--- config.mk ---
export PLATFORM = sky130hd
export DESIGN_NAME = ecc_fix_seq
export DESIGN_NICKNAME = d
export VERILOG_FILES = /design/src/rtl/ecc_fix_pkg.sv /design/src/rtl/ecc_fix_loader.sv /design/src/rtl/ecc_fix_timer.sv /design/src/rtl/ecc_fix_locate.sv /design/src/rtl/ecc_fix_seq.sv
export SDC_FILE = /design/constraint.sdc
export NUM_CORES = 1
export LEC_CHECK = 0
export BUFFER_PORTS_ARGS = -buffer_cell sky130_fd_sc_hd__buf_2
export CELL_PAD_IN_SITES_DETAIL_PLACEMENT = 1
export CELL_PAD_IN_SITES_GLOBAL_PLACEMENT = 2
export CORE_ASPECT_RATIO = 1.4
export CORE_MARGIN = 3
export CORE_UTILIZATION = 25
export CTS_CLUSTER_DIAMETER = 120
export DETAILED_ROUTE_END_ITERATION = 10
export PLACE_DENSITY_LB_ADDON = 0.1
export SYNTH_ARGS = -nofsm -noshare
export SYNTH_HDL_FRONTEND = slang
export SYNTH_SLANG_ARGS = --single-unit
--- constraint.sdc ---
create_clock -name clk -period 6.5 [get_ports clk]
set_clock_uncertainty 0.2 [all_clocks]
set_input_delay 1.3 -clock clk [delete_from_list [all_inputs] [get_ports clk]]
set_output_delay 1.3 -clock clk [all_outputs]
set_load 0.01 [all_outputs]
--- src/rtl/ecc_fix_pkg.sv ---
package ecc_fix_pkg;
  typedef enum logic [2:0] {
    S_IDLE, S_LOAD, S_SYND, S_CLR, S_WAIT, S_POLL, S_FIX
  } seq_state_t;

  localparam int unsigned STAT_LSB  = 8;
  localparam int unsigned CNT_LSB   = 16;
  localparam int unsigned SYN_WORDS = 4;
  localparam logic [31:0] SYN_MASK  = 32'h03ff_03ff;
endpackage

--- src/rtl/ecc_fix_loader.sv ---
module ecc_fix_loader #(
  parameter int CW    = 10,
  parameter int NCODE = 8
) (
  input  logic                clk,
  input  logic                rst,
  input  logic                go_i,
  input  logic [NCODE*CW-1:0] codes_i,
  output logic                load_v_o,
  output logic [CW-1:0]       load_d_o,
  output logic                last_o
);
  localparam int IW = (NCODE > 1) ? $clog2(NCODE) : 1;

  logic [NCODE*CW-1:0] shreg;
  logic [IW-1:0]       left;
  logic                act;

  always_ff @(posedge clk) begin
    if (rst) begin
      shreg    <= '0;
      left     <= '0;
      act      <= 1'b0;
      load_v_o <= 1'b0;
      load_d_o <= '0;
      last_o   <= 1'b0;
    end else if (go_i) begin
      shreg    <= codes_i;
      left     <= IW'(NCODE - 1);
      act      <= 1'b1;
      load_v_o <= 1'b0;
      last_o   <= 1'b0;
    end else if (act) begin
      load_v_o <= 1'b1;
      load_d_o <= shreg[NCODE*CW-1 -: CW];
      shreg    <= shreg << CW;
      last_o   <= (left == '0);
      if (left == '0) act <= 1'b0;
      else            left <= left - 1'b1;
    end else begin
      load_v_o <= 1'b0;
      last_o   <= 1'b0;
    end
  end

  AST_LOAD_CONTIG: assert property (@(posedge clk) disable iff (rst)
    (load_v_o && !last_o) |=> load_v_o);
endmodule

--- src/rtl/ecc_fix_timer.sv ---
module ecc_fix_timer #(
  parameter int LIMIT = 10000
) (
  input  logic clk,
  input  logic rst,
  input  logic clr_i,
  input  logic run_i,
  output logic expired_o
);
  localparam int TW = $clog2(LIMIT + 1);

  logic [TW-1:0] cnt;

  assign expired_o = (cnt == TW'(LIMIT - 1));

  always_ff @(posedge clk) begin
    if (rst || clr_i)              cnt <= '0;
    else if (run_i && !expired_o)  cnt <= cnt + 1'b1;
  end

  AST_TIMER_BOUND: assert property (@(posedge clk) disable iff (rst)
    cnt < TW'(LIMIT));
endmodule

--- src/rtl/ecc_fix_locate.sv ---
module ecc_fix_locate #(
  parameter int SECTOR = 512,
  parameter int AW     = 10
) (
  input  logic [1:0]                  idx_i,
  input  logic [31:0]                 add1_i,
  input  logic [31:0]                 add2_i,
  input  logic [31:0]                 val1_i,
  input  logic [31:0]                 val2_i,
  output logic [$clog2(SECTOR)-1:0]   off_o,
  output logic [7:0]                  mask_o,
  output logic                        hit_o
);
  localparam int OFF_W = $clog2(SECTOR);
  localparam int DW    = AW + 2;
  localparam int BASE  = SECTOR + 7;

  logic [31:0]   aword, vword;
  logic [15:0]   ahalf, vhalf;
  logic [DW-1:0] diff;

  always_comb begin
    aword  = idx_i[1] ? add2_i : add1_i;
    vword  = idx_i[1] ? val2_i : val1_i;
    ahalf  = idx_i[0] ? aword[31:16] : aword[15:0];
    vhalf  = idx_i[0] ? vword[31:16] : vword[15:0];
    diff   = DW'(BASE) - {2'b00, ahalf[AW-1:0]};
    hit_o  = (diff < DW'(SECTOR));
    off_o  = diff[OFF_W-1:0];
    mask_o = vhalf[7:0];
  end
endmodule

--- src/rtl/ecc_fix_seq.sv ---
module ecc_fix_seq
  import ecc_fix_pkg::*;
#(
  parameter int CW      = 10,
  parameter int NCODE   = 8,
  parameter int SECTOR  = 512,
  parameter int CLK_MHZ = 100,
  localparam int OFF_W  = $clog2(SECTOR)
) (
  input  logic                clk,
  input  logic                rst,
  input  logic                start_i,
  input  logic [NCODE*CW-1:0] codes_i,
  output logic                load_v_o,
  output logic [CW-1:0]       load_d_o,
  input  logic [127:0]        synd_i,
  output logic                addr_clr_o,
  output logic                calc_start_o,
  input  logic [31:0]         status_i,
  output logic                release_o,
  input  logic [31:0]         err_add1_i,
  input  logic [31:0]         err_add2_i,
  input  logic [31:0]         err_val1_i,
  input  logic [31:0]         err_val2_i,
  output logic                fix_we_o,
  output logic [OFF_W-1:0]    fix_addr_o,
  output logic [7:0]          fix_mask_o,
  output logic                busy_o,
  output logic                done_o,
  output logic [2:0]          fix_cnt_o,
  output logic                fail_o
);
  localparam int WAIT_LIMIT = CLK_MHZ * 100;

  seq_state_t        state;
  logic              ld_last;
  logic              tmr_exp;
  logic              synd_nz;
  logic [3:0]        stat_code;
  logic              stat_busy;
  logic [1:0]        idx, nerr_m1;
  logic [2:0]        acc;
  logic [OFF_W-1:0]  loc_off;
  logic [7:0]        loc_mask;
  logic              loc_hit;

  assign busy_o    = (state != S_IDLE);
  assign stat_code = status_i[STAT_LSB +: 4];
  assign stat_busy = (stat_code >= 4'd4);

  always_comb begin
    synd_nz = 1'b0;
    for (int w = 0; w < SYN_WORDS; w++)
      synd_nz = synd_nz | (|(synd_i[w*32 +: 32] & SYN_MASK));
  end

  ecc_fix_loader #(.CW(CW), .NCODE(NCODE)) loader_i (
    .clk      (clk),
    .rst      (rst),
    .go_i     ((state == S_IDLE) && start_i),
    .codes_i  (codes_i),
    .load_v_o (load_v_o),
    .load_d_o (load_d_o),
    .last_o   (ld_last)
  );

  ecc_fix_timer #(.LIMIT(WAIT_LIMIT)) timer_i (
    .clk       (clk),
    .rst       (rst),
    .clr_i     (state == S_CLR),
    .run_i     (state == S_WAIT),
    .expired_o (tmr_exp)
  );

  ecc_fix_locate #(.SECTOR(SECTOR), .AW(CW)) locate_i (
    .idx_i  (idx),
    .add1_i (err_add1_i),
    .add2_i (err_add2_i),
    .val1_i (err_val1_i),
    .val2_i (err_val2_i),
    .off_o  (loc_off),
    .mask_o (loc_mask),
    .hit_o  (loc_hit)
  );

  always_ff @(posedge clk) begin
    if (rst) begin
      state        <= S_IDLE;
      addr_clr_o   <= 1'b0;
      calc_start_o <= 1'b0;
      release_o    <= 1'b0;
      fix_we_o     <= 1'b0;
      fix_addr_o   <= '0;
      fix_mask_o   <= '0;
      done_o       <= 1'b0;
      fix_cnt_o    <= '0;
      fail_o       <= 1'b0;
      idx          <= '0;
      nerr_m1      <= '0;
      acc          <= '0;
    end else begin
      addr_clr_o   <= 1'b0;
      calc_start_o <= 1'b0;
      release_o    <= 1'b0;
      fix_we_o     <= 1'b0;
      done_o       <= 1'b0;
      fail_o       <= 1'b0;
      unique case (state)
        S_IDLE: if (start_i) state <= S_LOAD;
        S_LOAD: if (ld_last) state <= S_SYND;
        S_SYND: begin
          if (!synd_nz) begin
            done_o    <= 1'b1;
            fix_cnt_o <= '0;
            state     <= S_IDLE;
          end else begin
            addr_clr_o <= 1'b1;
            state      <= S_CLR;
          end
        end
        S_CLR: begin
          calc_start_o <= 1'b1;
          state        <= S_WAIT;
        end
        S_WAIT: if (stat_busy || tmr_exp) state <= S_POLL;
        S_POLL: begin
          if (stat_code == 4'd0 || stat_code == 4'd1) begin
            release_o <= 1'b1;
            done_o    <= 1'b1;
            fail_o    <= stat_code[0];
            fix_cnt_o <= '0;
            state     <= S_IDLE;
          end else if (stat_code == 4'd2 || stat_code == 4'd3) begin
            nerr_m1 <= status_i[CNT_LSB +: 2];
            idx     <= '0;
            acc     <= '0;
            state   <= S_FIX;
          end
        end
        S_FIX: begin
          fix_we_o   <= loc_hit;
          fix_addr_o <= loc_off;
          fix_mask_o <= loc_mask;
          if (idx == nerr_m1) begin
            done_o    <= 1'b1;
            fix_cnt_o <= acc + {2'b00, loc_hit};
            state     <= S_IDLE;
          end else begin
            idx <= idx + 1'b1;
            acc <= acc + {2'b00, loc_hit};
          end
        end
        default: state <= S_IDLE;
      endcase
    end
  end

  AST_CLR_LEADS_START: assert property (@(posedge clk) disable iff (rst)
    calc_start_o |-> $past(addr_clr_o));
  AST_ONE_STROBE: assert property (@(posedge clk) disable iff (rst)
    $onehot0({load_v_o, addr_clr_o, calc_start_o, fix_we_o}));
  AST_NO_EARLY_POLL: assert property (@(posedge clk) disable iff (rst)
    (state == S_POLL && $past(state) == S_WAIT) |->
      ($past(status_i[STAT_LSB +: 4]) >= 4'd4 || $past(tmr_exp)));
  AST_REL_WITH_DONE: assert property (@(posedge clk) disable iff (rst)
    release_o |-> done_o);
  AST_FAIL_NO_FIX: assert property (@(posedge clk) disable iff (rst)
    fail_o |-> (done_o && fix_cnt_o == 3'd0));
  AST_DONE_PULSE: assert property (@(posedge clk) disable iff (rst)
    done_o |=> !done_o);
  AST_CNT_LIMIT: assert property (@(posedge clk) disable iff (rst)
    done_o |-> fix_cnt_o <= 3'd4);
endmodule

* Word level (Yosys, flattened, before mapping) *
Index checks and enable logic that the tools add are counted.

operators by class
  add/sub/neg operators = 5
  order comparisons = 2
  equal/unequal tests = 22
  muxes and demuxes = 39
  bitwise operators = 9
  reductions and logical operators = 30

operators by type and width
  kind                                                                             count
  80-bit two-way mux                                                               2
  20-bit OR reduction                                                              4
  3-bit two-way mux                                                                15
  26-bit two-way mux                                                               1
  24-bit two-way mux                                                               1
  3-bit case mux with 7 select lines                                               1
  2-bit != test (second input constant)                                            8
  14-bit by 1-bit adder with 14-bit output (second input constant)                 1
  14-bit == test (second input constant)                                           1
  12-bit by 10-bit less-than comparator with 1-bit output (second input constant)  1
  10-bit by 10-bit subtractor with 11-bit output (first input constant)            1
  10-bit two-way mux                                                               1
  3-bit == test (second input constant)                                            3
  1-bit two-way mux                                                                9
  3-bit case mux with 3 select lines                                               1
  4-bit by 2-bit == test with 1-bit output (second input constant)                 2
  2-bit two-way mux                                                                4
  8-bit two-way mux                                                                1
  4-bit AND reduction                                                              2
  2-bit OR reduction                                                               4
  3-bit by 2-bit == test with 1-bit output (second input constant)                 2
  3-bit logical NOT                                                                2
  1-bit inverter                                                                   6
  3-bit case mux with 2 select lines                                               1
  22 further kinds                                                                 33

storage, ports and cells
  bits in registers = 146
  output and inout bits = 38

* Logic depth before layout (Yosys ltp) *
  depth in word-level cells = 7
  depth in mapped cells = 10

* Cells and area by module *
Synthesis repeated with hierarchy kept, for this count alone.

unflattened totals
  cell total of the unflattened synthesis = 827
  area, all modules = 7287.0 µm²

by module, submodules not included
  module          instances  cells an instance  area an instance (µm²)
  ecc_fix_loader  1          497                4336.7
  ecc_fix_seq     1          211                1700.4
  ecc_fix_timer   1          78                 689.4
  ecc_fix_locate  1          41                 560.5

* Worst setup path before layout *
Ideal clock, no wire load.

  path kind = input to register
  start = input err_add2_i[3]
  end = register acc[2]
  setup time = 0.070 ns
  data arrival time = 3.109 ns
  required time = 6.230 ns
  slack = 3.121 ns
  stages on the path = 10
  path through = mux4_1 > inv_1 > ha_1 > nand3_1 > mux2i_1 > ha_1 > ha_1 > nand2_1 > or2_2 > a21oi_1

between the ends
  longest elaborated chain between the ends = 7

ends and longest elaborated chain
  item                                                     line                  RTL
  start, declared                                          ecc_fix_seq.sv:22     input logic [31:0] err_add2_i,
  26-bit two-way mux                                       ecc_fix_locate.sv:23  aword = idx_i[1] ? add2_i : add1_i;
  10-bit two-way mux                                       ecc_fix_locate.sv:25  ahalf = idx_i[0] ? aword[31:16] : aword[15:0];
  10-bit by 10-bit subtractor with 11-bit output           ecc_fix_locate.sv:27  diff = DW'(BASE) - {2'b00, ahalf[AW-1:0]};
  12-bit by 10-bit less-than comparator with 1-bit output  ecc_fix_locate.sv:28  hit_o = (diff < DW'(SECTOR));
  net loc_hit                                              ecc_fix_seq.sv:45     logic loc_hit;
  3-bit by 1-bit adder with 3-bit output                   ecc_fix_seq.sv:150    acc <= acc + {2'b00, loc_hit};
  3-bit two-way mux                                        ecc_fix_seq.sv:144    if (idx == nerr_m1) begin
  3-bit case mux with 2 select lines                       ecc_fix_seq.sv:108    unique case (state)
  end signal, assigned                                     ecc_fix_seq.sv:150
  end, declared                                            ecc_fix_seq.sv:42     logic [2:0] acc;

The timed path passes the listed nets, and every way through them passes these cells. The select of a mux whose other input is x is not followed.
A chain may end at the register's enable or synchronous reset.

* Worst setup path after layout *
  start = input err_add2_i[3]
  end = register fix_cnt_o[2]

between the ends
  longest elaborated chain between the ends = 7

ends and longest elaborated chain
  item                                                     line                  RTL
  26-bit two-way mux                                       ecc_fix_locate.sv:23
  10-bit two-way mux                                       ecc_fix_locate.sv:25
  10-bit by 10-bit subtractor with 11-bit output           ecc_fix_locate.sv:27
  12-bit by 10-bit less-than comparator with 1-bit output  ecc_fix_locate.sv:28
  net loc_hit                                              ecc_fix_seq.sv:45
  3-bit by 1-bit adder with 3-bit output                   ecc_fix_seq.sv:146    fix_cnt_o <= acc + {2'b00, loc_hit};
  3-bit two-way mux                                        ecc_fix_seq.sv:144
  3-bit case mux with 3 select lines                       ecc_fix_seq.sv:108
  end signal, assigned                                     ecc_fix_seq.sv:146
  end, declared                                            ecc_fix_seq.sv:30     output logic [2:0] fix_cnt_o,

The timed path passes the listed nets, and every way through them passes these cells. The select of a mux whose other input is x is not followed.

==> impl_results.rst <==
.. list-table::
   :header-rows: 1

   * - Metric
     - Value
   * - Result of the run
     - finished, final reports clean
   * - Starting DRC count in detailed routing
     - about 200
   * - Synth Warn #
     - 0
   * - Hold path startpoint
     - fix_mask_o[6]
   * - Cell depth of the worst hold path
     - 2
   * - Critical path endpoint category
     - flip-flop
   * - Wire length of the first global-routing pass
     - ~37000 um
   * - Routed length per instance
     - between 15 and 20 um
   * - Flip-flop and latch count after synthesis
     - roughly 150
   * - Number of distinct standard cells referenced by the synthesized netlist
     - 44
   * - Number of hold buffers added after cts
     - 0
   * - Wire length on met2
     - between 10000 and 15000 um
   * - Master of the slowest instance on the critical path
     - mux4_1
   * - Total die area
     - between 20000 and 30000 um2
   * - GRT overflow
     - 0
   * - Fraction of final layout cells with drive strength greater than 1
     - about a third
   * - Category of the most critical setup path
     - input pin to flip-flop
   * - Final period utilization
     - about half
   * - Pwr per Cell Area
     - between 200 and 300 nW/um2
   * - # Post-CTS Setup Buffers
     - 0
   * - Leading cell type in the layout, fill and taps excluded
     - buf_2
   * - Count of mapped cells out of synthesis
     - 748
   * - Final setup fails
     - 0
   * - Pin count of the biggest net entering global routing
     - 66
   * - Number of max-slew violations in the final report
     - 0
   * - Prevailing post-synth register cell
     - dfxtp_1
   * - Cell seen most often among critical-path stages
     - ha_1
   * - Post-route insts no fill
     - ~1.4k
   * - Fillers
     - approximately 3.2k
   * - Cell depth of the worst flop-to-flop path
     - 11
   * - Final wirelength
     - 23900 um
   * - M1 wire length
     - 10000 um
   * - Syn Area/Cell
     - approximately 9.2 um2
   * - Clock buffer count from CTS
     - 17
   * - Clock network latency to the later pin of the worst-skew pair
     - approximately 0.42 ns
   * - Slew of the pin with the lowest slew margin
     - between 0.8 and 0.9 ns
   * - Seq/Total Area, Yosys
     - roughly 43%
   * - Placed Cells
     - about 1.3k
   * - Final Hold Fails
     - 0
   * - Combined global-route utilization of all metal layers
     - between 10% and 20%
   * - Count of input and output buffers
     - ~280
   * - Portion of synthesized cell area occupied by the leading cell type
     - around 43%
   * - Via count of the first global-routing pass
     - 6730
   * - Maximum vdd drop
     - 0.000184 V
   * - Min-Delay Path Class
     - flip-flop to flip-flop
   * - Reported max-cap violation count
     - 0
   * - Final-stage net count
     - 1369
   * - Cell type contributing the most total cell area after synthesis
     - dfxtp_1
   * - Peak clock frequency supported by timing
     - ~300 MHz
   * - Reg-to-reg endpoint
     - fix_cnt_o[2]
   * - Cells taking the most area after synthesis
     - dfxtp_1 43%, mux2i_1 11%, a211oi_1 8.1%, nor2_1 5.4%, mux4_2 4.9%
   * - Crit path max-delay family
     - multiplexers
   * - Area after DPL
     - approximately 8500 um2
   * - Clk slew on worst S/H paths
     - approximately 0.060 ns
   * - Max transition margin
     - a little over two fifths
   * - Series of cell instances along the critical path
     - buf_2 > mux4_1 > inv_1 > ha_1 > nand3_1 > mux2i_1 > ha_1 > ha_1 > xor2_1 > nand4_1 > a21oi_1
   * - R2r setup slk
     - 3.35 ns
   * - Sum of buffers and inverters on the critical path
     - 2
   * - Synthesized area
     - a little under 7000 um2
   * - Detailed-placement wirelength estimate
     - between 15000 and 20000 um
   * - Area of all placed cells without fillers
     - 9180 um2
   * - Total power
     - approximately 2.7 mW
   * - Sum of negative setup slack
     - 0 ns
   * - Kind of launch point of the worst setup path
     - input pin
   * - Height of the die
     - around 200 um
   * - Crit-path max FO
     - 3
   * - Number of H-tree levels
     - 4
   * - Data required time at the worst endpoint
     - around 6.7 ns
   * - Number of clock sinks
     - ~150
   * - Routed met3 length
     - about 840 um
   * - Area growth syn-to-layout
     - 33.9%
   * - Horiz. Die Dim
     - about 150 um
   * - Worst Hold Endpoint
     - fix_mask_o[6]
   * - Post-synth EDFFs
     - 0
   * - Vias post-DR
     - approximately 6.4k
   * - Max incr delay on CP
     - 0.54 ns
   * - Starting utilization of the core area
     - between 20% and 30%
   * - CTS tree
     - built
   * - Clock root buffer
     - clkbuf_16
   * - Core footprint
     - between 20000 and 30000 um2
   * - Arrival time worst endpoint
     - around 3.5 ns
   * - Leading cell types in the layout, fill and taps excluded
     - 277 x buf_2, 145 x dfxtp_1, 99 x nor2_1, 74 x mux2i_1, 74 x a211oi_1
   * - Gates resized, CTS repair
     - 0
   * - Number of antenna violations at the first check in global routing
     - 1
   * - Drt first pass iters
     - 4
   * - Uppermost metal layer occupied by signal nets
     - met4
   * - Worst Hold Margin
     - roughly 0.25 ns
   * - Fraction of registers with async set/reset
     - 0%
   * - Count of standard-cell rows
     - about 70
   * - Avg Vias per Cell
     - around 4.7
   * - Net Count, Synth
     - about 1.1k
   * - Static Leak
     - around 3.7 nW
   * - Setup repair after global routing missed its margin
     - no
   * - Clock Path Buffers
     - 2
   * - Final critical-path required period
     - 3.34 ns
   * - Reg-to-reg critical path startpoint
     - idx[1]
   * - Remaining antenna violation count after routing
     - 0
   * - Global placement routability congestion
     - 0.726
   * - Number of remaining DRC errors
     - 0
   * - Ports
     - between 400 and 500
## stage by stage
| step | utilization (%) | setup WS, ns |
|---|---|---|
| after floorplan | - | 3.12 |
| after global placement | 31.7 | 2.69 |
| after detailed placement | 31.7 | 2.67 |
| after CTS | 34.1 | 3.10 |
| after global routing | 34.1 | 2.85 |
| final | 34.1 | 3.16 |
## worst register-to-register path: cells and delay by family, from the launching register on
| family | cells | cell delay, ns |
|---|---|---|
| AO/OA/AOI/OAI | 1 | 0.20 |
| XOR/XNOR | 1 | 0.19 |
| adder cells (fa/ha/maj) | 3 | 0.57 |
| buffers and inverters | 2 | 0.45 |
| flip-flops | 1 | 0.31 |
| multiplexers | 2 | 0.90 |
| AND/OR/NAND/NOR | 2 | 0.26 |
## kinds of logic after synthesis
| logic type | share of synthesized area (%) |
|---|---|
| flip-flops | 42.6 |
| adder cells (fa/ha/maj) | 1.09 |
| buffers and inverters | 4.05 |
| AND/OR/NAND/NOR | 19.2 |
| XOR/XNOR | 2.68 |
| AO/OA/AOI/OAI | 13.3 |
| multiplexers | 17.0 |
## flip-flops by register name, indices dropped and copies added, names as in the netlist
| name | flops |
|---|---|
| calc_start_o | 1 |
| nerr_m1 | 2 |
| release_o | 1 |
| timer_i.cnt | 14 |
| state | 3 |
| fix_addr_o | 9 |
| fix_mask_o | 8 |
| acc | 3 |
| loader_i.last_o | 1 |
| fix_cnt_o | 3 |
| loader_i.act | 1 |
| loader_i.left | 3 |
| done_o | 1 |
| addr_clr_o | 1 |
| loader_i.load_d_o | 10 |
| loader_i.shreg | 80 |
| fix_we_o | 1 |
| fail_o | 1 |
| idx | 2 |
| loader_i.load_v_o | 1 |
## Yosys cell counts, drive strengths merged (4+ instances only)
cell type  count
nor3           5
dfxtp        146
nand3b        14
xnor2         17
o21ai          5
a21oi         48
nand3         13
buf           15
ha             6
nor2         100
mux4          18
a211oi        74
nand2         74
mux2i         74
nand4         12
and3           4
nor4          30
xor2           4
and2           5
inv            7
clkbuf        46
## area by class of cell
type | instances | area (um2) | area share (%)
clock inverters | 8 | 146 | 1.59
multi-input cells | 534 | 3660 | 39.9
clock buffers | 24 | 503 | 5.48
flip-flops and latches | 146 | 2930 | 31.9
diodes | 1 | 2.50 | 0.0273
inverters | 7 | 26.3 | 0.286
well taps | 365 | 457 | 4.97
repair buffers | 286 | 1450 | 15.8
## worst max-delay path by stage
stage             startpoint      endpoint  slack (ns)  cells past startpoint
5_1_grt        err_add2_i[3]  fix_cnt_o[2]        2.85                     11
3_3_place_gp   err_add2_i[3]  fix_cnt_o[2]        2.69                     11
3_5_place_dp   err_add2_i[3]  fix_cnt_o[2]        2.67                     11
2_1_floorplan  err_add2_i[3]        acc[2]        3.12                     10
4_1_cts        err_add2_i[3]  fix_cnt_o[2]        3.10                     11
6_report       err_add2_i[3]  fix_cnt_o[2]        3.16                     11
## layer usage
| metal | up-vias | global-route usage (%) |
|---|---|---|
| li1 | 3211 | - |
| met1 | 3022 | 19.1 |
| met2 | 132 | 28.5 |
| met3 | 19 | 3.41 |
| met4 | 0 | 4.51 |
| met5 | - | 0 |
## power by group
group	internal (mW)	switching, mW
clock network	0.696	0.388
registers	1.01	0.103
logic	0.237	0.275
Power figures use the tool's default switching activity.
